==> config.mk <==
export PLATFORM = sky130hd
export DESIGN_NAME = tgt_rst_seq
export DESIGN_NICKNAME = d
export VERILOG_FILES = /design/src/rtl/tgt_rst_pkg.sv /design/src/rtl/tr_ms_tick.sv /design/src/rtl/tr_phase_ctl.sv /design/src/rtl/tr_pin_stage.sv /design/src/rtl/tgt_rst_seq.sv
export SDC_FILE = /design/constraint.sdc
export NUM_CORES = 1
export LEC_CHECK = 0
export ABC_AREA = 1
export BUFFER_PORTS_ARGS = -buffer_cell sky130_fd_sc_hd__buf_4
export CAP_MARGIN = 10
export CORE_MARGIN = 2
export CORE_UTILIZATION = 60
export CTS_CLUSTER_SIZE = 16
export DETAILED_ROUTE_END_ITERATION = 12
export PLACE_DENSITY = 0.8
export SLEW_MARGIN = 20
export SYNTH_ARGS = -nofsm -noshare
export SYNTH_HDL_FRONTEND = slang
export SYNTH_SLANG_ARGS = --single-unit
==> constraint.sdc <==
create_clock -name clk -period 2.93 [get_ports clk]
set_clock_uncertainty 0.15 [all_clocks]
set_input_delay 0.293 -clock clk [delete_from_list [all_inputs] [get_ports clk]]
set_output_delay 0.293 -clock clk [all_outputs]
set_load 0.01 [all_outputs]
==> src/rtl/tgt_rst_pkg.sv <==
package tgt_rst_pkg;
  typedef enum logic [1:0] {
    PH_IDLE  = 2'd0,
    PH_PULSE = 2'd1,
    PH_WAKE  = 2'd2,
    PH_READY = 2'd3
  } phase_e;
endpackage

==> src/rtl/tr_ms_tick.sv <==
module tr_ms_tick #(
  parameter int CLK_PER_MS = 100000
) (
  input  logic clk,
  input  logic rst,
  input  logic clr_i,
  input  logic run_i,
  output logic tick_o
);
  localparam int PRE_W = (CLK_PER_MS > 1) ? $clog2(CLK_PER_MS) : 1;
  localparam logic [PRE_W-1:0] LAST = PRE_W'(CLK_PER_MS - 1);

  logic [PRE_W-1:0] cnt_q;

  assign tick_o = run_i && (cnt_q == LAST);

  always_ff @(posedge clk) begin
    if (rst || clr_i) begin
      cnt_q <= '0;
    end else if (run_i) begin
      cnt_q <= (cnt_q == LAST) ? '0 : cnt_q + 1'b1;
    end
  end


  pre_range_chk: assert property (@(posedge clk) disable iff (rst)
    cnt_q <= LAST);
endmodule

==> src/rtl/tr_phase_ctl.sv <==
module tr_phase_ctl
  import tgt_rst_pkg::*;
#(
  parameter int MS_W         = 8,
  parameter int DEF_PULSE_MS = 3
) (
  input  logic            clk,
  input  logic            rst,
  input  logic            start_i,
  input  logic            tick_i,
  input  logic [MS_W-1:0] cfg_pulse_ms_i,
  input  logic [MS_W-1:0] cfg_wake_ms_i,
  input  logic            cfg_drive_en_i,
  input  logic            cfg_pp_i,
  output logic            launch_o,
  output logic            run_o,
  output phase_e          phase_d_o,
  output logic            drive_d_o,
  output logic            pp_d_o
);
  localparam logic [MS_W-1:0] DEF_LEN = MS_W'(DEF_PULSE_MS);
  localparam logic [MS_W-1:0] ONE     = MS_W'(1);

  phase_e          phase_q, phase_d;
  logic [MS_W-1:0] mcnt_q, mcnt_d;
  logic [MS_W-1:0] plen_q, plen_d;
  logic [MS_W-1:0] wlen_q, wlen_d;
  logic            drive_q, drive_d;
  logic            pp_q, pp_d;
  logic            busy_q;

  assign busy_q   = (phase_q == PH_PULSE) || (phase_q == PH_WAKE);
  assign launch_o = start_i && !busy_q;
  assign run_o    = busy_q;

  always_comb begin
    phase_d = phase_q;
    mcnt_d  = mcnt_q;
    plen_d  = plen_q;
    wlen_d  = wlen_q;
    drive_d = drive_q;
    pp_d    = pp_q;
    if (launch_o) begin
      phase_d = PH_PULSE;
      mcnt_d  = '0;
      plen_d  = (cfg_pulse_ms_i == '0) ? DEF_LEN : cfg_pulse_ms_i;
      wlen_d  = cfg_wake_ms_i;
      drive_d = cfg_drive_en_i;
      pp_d    = cfg_pp_i;
    end else if (tick_i) begin
      case (phase_q)
        PH_PULSE: begin
          if (mcnt_q == plen_q - ONE) begin
            mcnt_d  = '0;
            phase_d = (wlen_q == '0) ? PH_READY : PH_WAKE;
          end else begin
            mcnt_d = mcnt_q + ONE;
          end
        end
        PH_WAKE: begin
          if (mcnt_q == wlen_q - ONE) begin
            mcnt_d  = '0;
            phase_d = PH_READY;
          end else begin
            mcnt_d = mcnt_q + ONE;
          end
        end
        default: ;
      endcase
    end
  end

  always_ff @(posedge clk) begin
    if (rst) begin
      phase_q <= PH_IDLE;
      mcnt_q  <= '0;
      plen_q  <= DEF_LEN;
      wlen_q  <= '0;
      drive_q <= 1'b0;
      pp_q    <= 1'b0;
    end else begin
      phase_q <= phase_d;
      mcnt_q  <= mcnt_d;
      plen_q  <= plen_d;
      wlen_q  <= wlen_d;
      drive_q <= drive_d;
      pp_q    <= pp_d;
    end
  end

  assign phase_d_o = phase_d;
  assign drive_d_o = drive_d;
  assign pp_d_o    = pp_d;


  busy_start_ignored_chk: assert property (@(posedge clk) disable iff (rst)
    (busy_q && start_i) |=> ($stable(plen_q) && $stable(wlen_q) && $stable(drive_q) && $stable(pp_q)));


  pulse_count_range_chk: assert property (@(posedge clk) disable iff (rst)
    (phase_q == PH_PULSE) |-> (mcnt_q < plen_q));


  pulse_len_nonzero_chk: assert property (@(posedge clk) disable iff (rst)
    plen_q != '0);
endmodule

==> src/rtl/tr_pin_stage.sv <==
module tr_pin_stage
  import tgt_rst_pkg::*;
(
  input  logic   clk,
  input  logic   rst,
  input  phase_e phase_d_i,
  input  logic   drive_d_i,
  input  logic   pp_d_i,
  output logic   rst_oe_o,
  output logic   trst_oe_o,
  output logic   trst_do_o,
  output logic   busy_o,
  output logic   ready_o
);
  logic in_pulse;
  assign in_pulse = (phase_d_i == PH_PULSE);

  always_ff @(posedge clk) begin
    if (rst) begin
      rst_oe_o  <= 1'b0;
      trst_oe_o <= 1'b0;
      trst_do_o <= 1'b0;
      busy_o    <= 1'b0;
      ready_o   <= 1'b0;
    end else begin
      rst_oe_o  <= in_pulse && drive_d_i;
      trst_oe_o <= in_pulse || pp_d_i;
      trst_do_o <= !in_pulse && pp_d_i;
      busy_o    <= in_pulse || (phase_d_i == PH_WAKE);
      ready_o   <= (phase_d_i == PH_READY);
    end
  end
endmodule

==> src/rtl/tgt_rst_seq.sv <==
module tgt_rst_seq
  import tgt_rst_pkg::*;
#(
  parameter int CLK_PER_MS   = 100000,
  parameter int MS_W         = 8,
  parameter int DEF_PULSE_MS = 3
) (
  input  logic            clk,
  input  logic            rst,
  input  logic            start_i,
  input  logic [MS_W-1:0] cfg_pulse_ms_i,
  input  logic [MS_W-1:0] cfg_wake_ms_i,
  input  logic            cfg_drive_en_i,
  input  logic            cfg_trst_pp_i,
  output logic            tgt_rst_oe_o,
  output logic            tgt_rst_do_o,
  output logic            trst_oe_o,
  output logic            trst_do_o,
  output logic            busy_o,
  output logic            ready_o
);
  logic   tick, launch, run, drive_d, pp_d;
  phase_e phase_d;

  tr_ms_tick #(.CLK_PER_MS(CLK_PER_MS)) u_tick (
    .clk(clk), .rst(rst), .clr_i(launch), .run_i(run), .tick_o(tick)
  );

  tr_phase_ctl #(.MS_W(MS_W), .DEF_PULSE_MS(DEF_PULSE_MS)) u_ctl (
    .clk(clk), .rst(rst), .start_i(start_i), .tick_i(tick),
    .cfg_pulse_ms_i(cfg_pulse_ms_i), .cfg_wake_ms_i(cfg_wake_ms_i),
    .cfg_drive_en_i(cfg_drive_en_i), .cfg_pp_i(cfg_trst_pp_i),
    .launch_o(launch), .run_o(run), .phase_d_o(phase_d),
    .drive_d_o(drive_d), .pp_d_o(pp_d)
  );

  tr_pin_stage u_pins (
    .clk(clk), .rst(rst), .phase_d_i(phase_d), .drive_d_i(drive_d), .pp_d_i(pp_d),
    .rst_oe_o(tgt_rst_oe_o), .trst_oe_o(trst_oe_o), .trst_do_o(trst_do_o),
    .busy_o(busy_o), .ready_o(ready_o)
  );

  assign tgt_rst_do_o = 1'b0;


  busy_ready_excl_chk: assert property (@(posedge clk) disable iff (rst)
    !(busy_o && ready_o));


  ready_hold_chk: assert property (@(posedge clk) disable iff (rst)
    (ready_o && !start_i) |=> ready_o);


  release_on_tick_chk: assert property (@(posedge clk) disable iff (rst)
    $fell(tgt_rst_oe_o) |-> $past(tick));


  rst_pull_only_busy_chk: assert property (@(posedge clk) disable iff (rst)
    tgt_rst_oe_o |-> busy_o);


  trst_low_only_busy_chk: assert property (@(posedge clk) disable iff (rst)
    (trst_oe_o && !trst_do_o) |-> busy_o);
endmodule

==> reports/metrics.yaml <==
status: "finished, final reports clean"
clock_latency_ns: 0.31
coreArea_um2: 4790
r2r_end: "u_pins.trst_oe_o"
use_met1_pct: 30.5
final-hold-violation-count: 0
r2r_cells: 18
final_common_cell: "nand2_1"
worstPathArrival_ns: 2.45
timing.rr.start: "u_ctl.plen_q[0]"
cpMostUsedCell: "nand2_1"
rrSetupSlack_ns: 0.58
period_minus_slack_ns: 2.35
worstSetupEndpointType: "flop"
grt_overflow_total: 0
nNetsFinal: 508
h-tree-depth: 2
synth_seq_cells: 50
drive_gt1_share_pct: 19.4
crit_chain: "inv_2 > ha_1 > inv_1 > nand2_1 > nand2_1 > nand2_1 > nor2_1 > nand3_1 > nor2_2 > nand3_2 > nand2_1 > nand3_1 > nand3_1 > nand2_1 > inv_1 > ha_1 > inv_1 > o21ai_0"
final_cells: 547
dpl.hpwl_mm: 5.13
ctsHoldBuffers: 0
drt-total-wl_mm: 6.51
globalRouteMet2Util_pct: 47.4
yosysTopAreaCell: "dfxtp_1"
num_rows: 25
ir_drop_mv: 0.274
grt_pass1_wl_mm: 11.2
drt_iter0_drc: 131
seq_area_um2: 1000
synth.avg_cell_area_um2: 6.73
cts_buffers: 5
syn_nets: 479
path_clk_slew_ns: 0.11
top_level_ports: 27
synth_top_cell_area_share_pct: 33.1
yosys_warnings: 0
cts_resized: 0
post_cts_buffers: 0
max_freq_mhz: 425
dieHeight_um: 75.0
area_growth_pct: 12.4
async_flop_share_pct: 0
gr-usage-all-layers_pct: 26.0
setup_viol: 0
antenna-diode-count: 0
ys_types: 39
use_met3_pct: 5.35
tns_ns: 0
portBuffers: 25
vias_per_cell: 5.06
drv_cap: 0
cts_buffer_depth: 2
cts.sinks: 50
critPathMaxStageDelay_ns: 0.40
grt_pass1_vias: 2719
top_usage_layer: "met2"
cts_tree: "done"
wl_per_cell_um: 11.9
yosys_most_used_dff: "dfxtp_1"
critPathLaunch: "u_ctl.plen_q[0]"
synth_cells: 450
cellPowerDensity_nw_per_um2: 431
ys_seq_area_share_pct: 33.1
synth-edff-count: 0
cts_root_buf: "clkbuf_8"
final_antenna_net_count: 0
required_ns: 3.03
num_vias: 2768
dp_cells: 539
place_congestion: 0.946
antenna_found_initial: 0
min_from: "cfg_wake_ms_i[1]"
final_cell_mix: "nand2_1 (101), inv_1 (66), nor2_1 (56), dfxtp_1 (50), nand3_1 (33)"
cp-start-kind: "flop"
path_class: "flop to flop"
rsz0062_at_grt: "false"
cp_max_fo: 6
syn_area_um2: 3030
fillCellCount: 424
die_area_um2: 5630
multi_input_area_um2: 1690
netlist_top_cells_area: "dfxtp_1 (33%), nand2_1 (13%), inv_1 (8.2%)"
slew_viol_final: 0
grt_max_degree: 21
cp_slowest_cell: "dfxtp_1"
start_util_pct: 63.2
remaining_drc_errors: 0
hold_path_class: "input pin to flop"
power_leakage_nw: 1.61
min_to: "u_ctl.wlen_q[1]"
min_period_over_period_pct: 80.4
die_x_um: 75.0
whs_path_depth: 3
drtPass1Iterations: 4
power_w: 0.00147
-- kinds of logic (layout without fill, tap and decap cells) --
logic type | Yosys count | after routing | share of synthesized area, %
fa+ha+maj | 8 | 8 | 3.31
compound gates | 34 | 34 | 6.49
xor+xnor | 16 | 16 | 4.63
buf+inv | 86 | 116 | 11.2
other cells | 1 | 1 | 0.124
simple gates | 255 | 255 | 41.2
flops | 50 | 50 | 33.1
-- critical path: cells and delay by family, from the launching register on --
kind                       cells  cell delay [ns]
and+or+nand+nor               11             0.82
buffers and inverters          4             0.31
adders and majority gates      2             0.50
AOI/OAI and AO/OA              1             0.12
DFF                            1             0.40
-- cells in the mapped netlist, types with 2 or more instances --
| cell | count |
|---|---|
| nor3b_1 | 2 |
| nand2_2 | 15 |
| a22oi_1 | 2 |
| o21a_1 | 2 |
| nor3_4 | 2 |
| nand2_1 | 101 |
| o22ai_1 | 5 |
| ha_1 | 8 |
| nor2_4 | 3 |
| clkbuf_1 | 4 |
| nor2_1 | 56 |
| xnor2_1 | 6 |
| inv_2 | 12 |
| nand3_1 | 33 |
| a21oi_1 | 9 |
| nor2_2 | 11 |
| o21ai_1 | 2 |
| nand4_1 | 7 |
| xor2_1 | 10 |
| inv_1 | 66 |
| nand3_2 | 5 |
| dfxtp_1 | 50 |
| nor3_1 | 10 |
| o21ai_0 | 11 |
| nor4_1 | 4 |
-- metal layers --
layer	vias to the layer above	wire length, µm
met3	8	237
met4	0	89
met5	-	0
met1	1257	2860
li1	1467	-
met2	36	3320
-- state kept, by name (all words and copies together), names as in the netlist --
| register | cells |
|---|---|
| u_pins.trst_do_o | 1 |
| u_pins.ready_o | 1 |
| u_ctl.phase_q | 2 |
| u_pins.trst_oe_o | 1 |
| u_ctl.pp_q | 1 |
| u_tick.cnt_q | 17 |
| u_pins.busy_o | 1 |
| u_pins.rst_oe_o | 1 |
| u_ctl.plen_q | 8 |
| u_ctl.drive_q | 1 |
| u_ctl.wlen_q | 8 |
| u_ctl.mcnt_q | 8 |
-- worst max path at each step --
stage	to	cells past startpoint	slack (ns)
5_1_grt	u_pins.trst_oe_o	18	0.25
3_3_place_gp	u_pins.trst_oe_o	17	0.73
3_5_place_dp	u_pins.trst_oe_o	17	0.59
6_report	u_pins.trst_oe_o	18	0.58
4_1_cts	u_pins.trst_oe_o	18	0.57
2_1_floorplan	u_pins.trst_oe_o	17	0.81
-- per-stage QoR --
stage	area (µm²)	setup slack, ns	hold slack (ns)	util (%)
2_1_floorplan	3030	0.809	0.210	-
6_report	3400	0.576	0.0312	71.1
5_1_grt	3400	0.248	0.0241	71.1
3_5_place_dp	3290	0.593	0.302	68.7
3_3_place_gp	3290	0.728	0.304	68.7
4_1_cts	3400	0.572	0.0322	71.1
-- power breakdown --
part           total (W)  leakage (nW)  internal [W]  switching [W]
Clock           0.000514        0.0587      0.000259       0.000255
Combinational   0.000230          1.15     0.0000915       0.000138
Sequential      0.000722         0.407      0.000703      0.0000191
-- final cells by class --
class,count,area share (%)
multi-input combinational,314,49.6
sequential,50,29.4
inverter,80,8.97
clock inverter,3,1.40
timing repair buffer,28,6.18
clock buffer,5,2.02
tap,67,2.46
(Power assumes the default switching activity.)
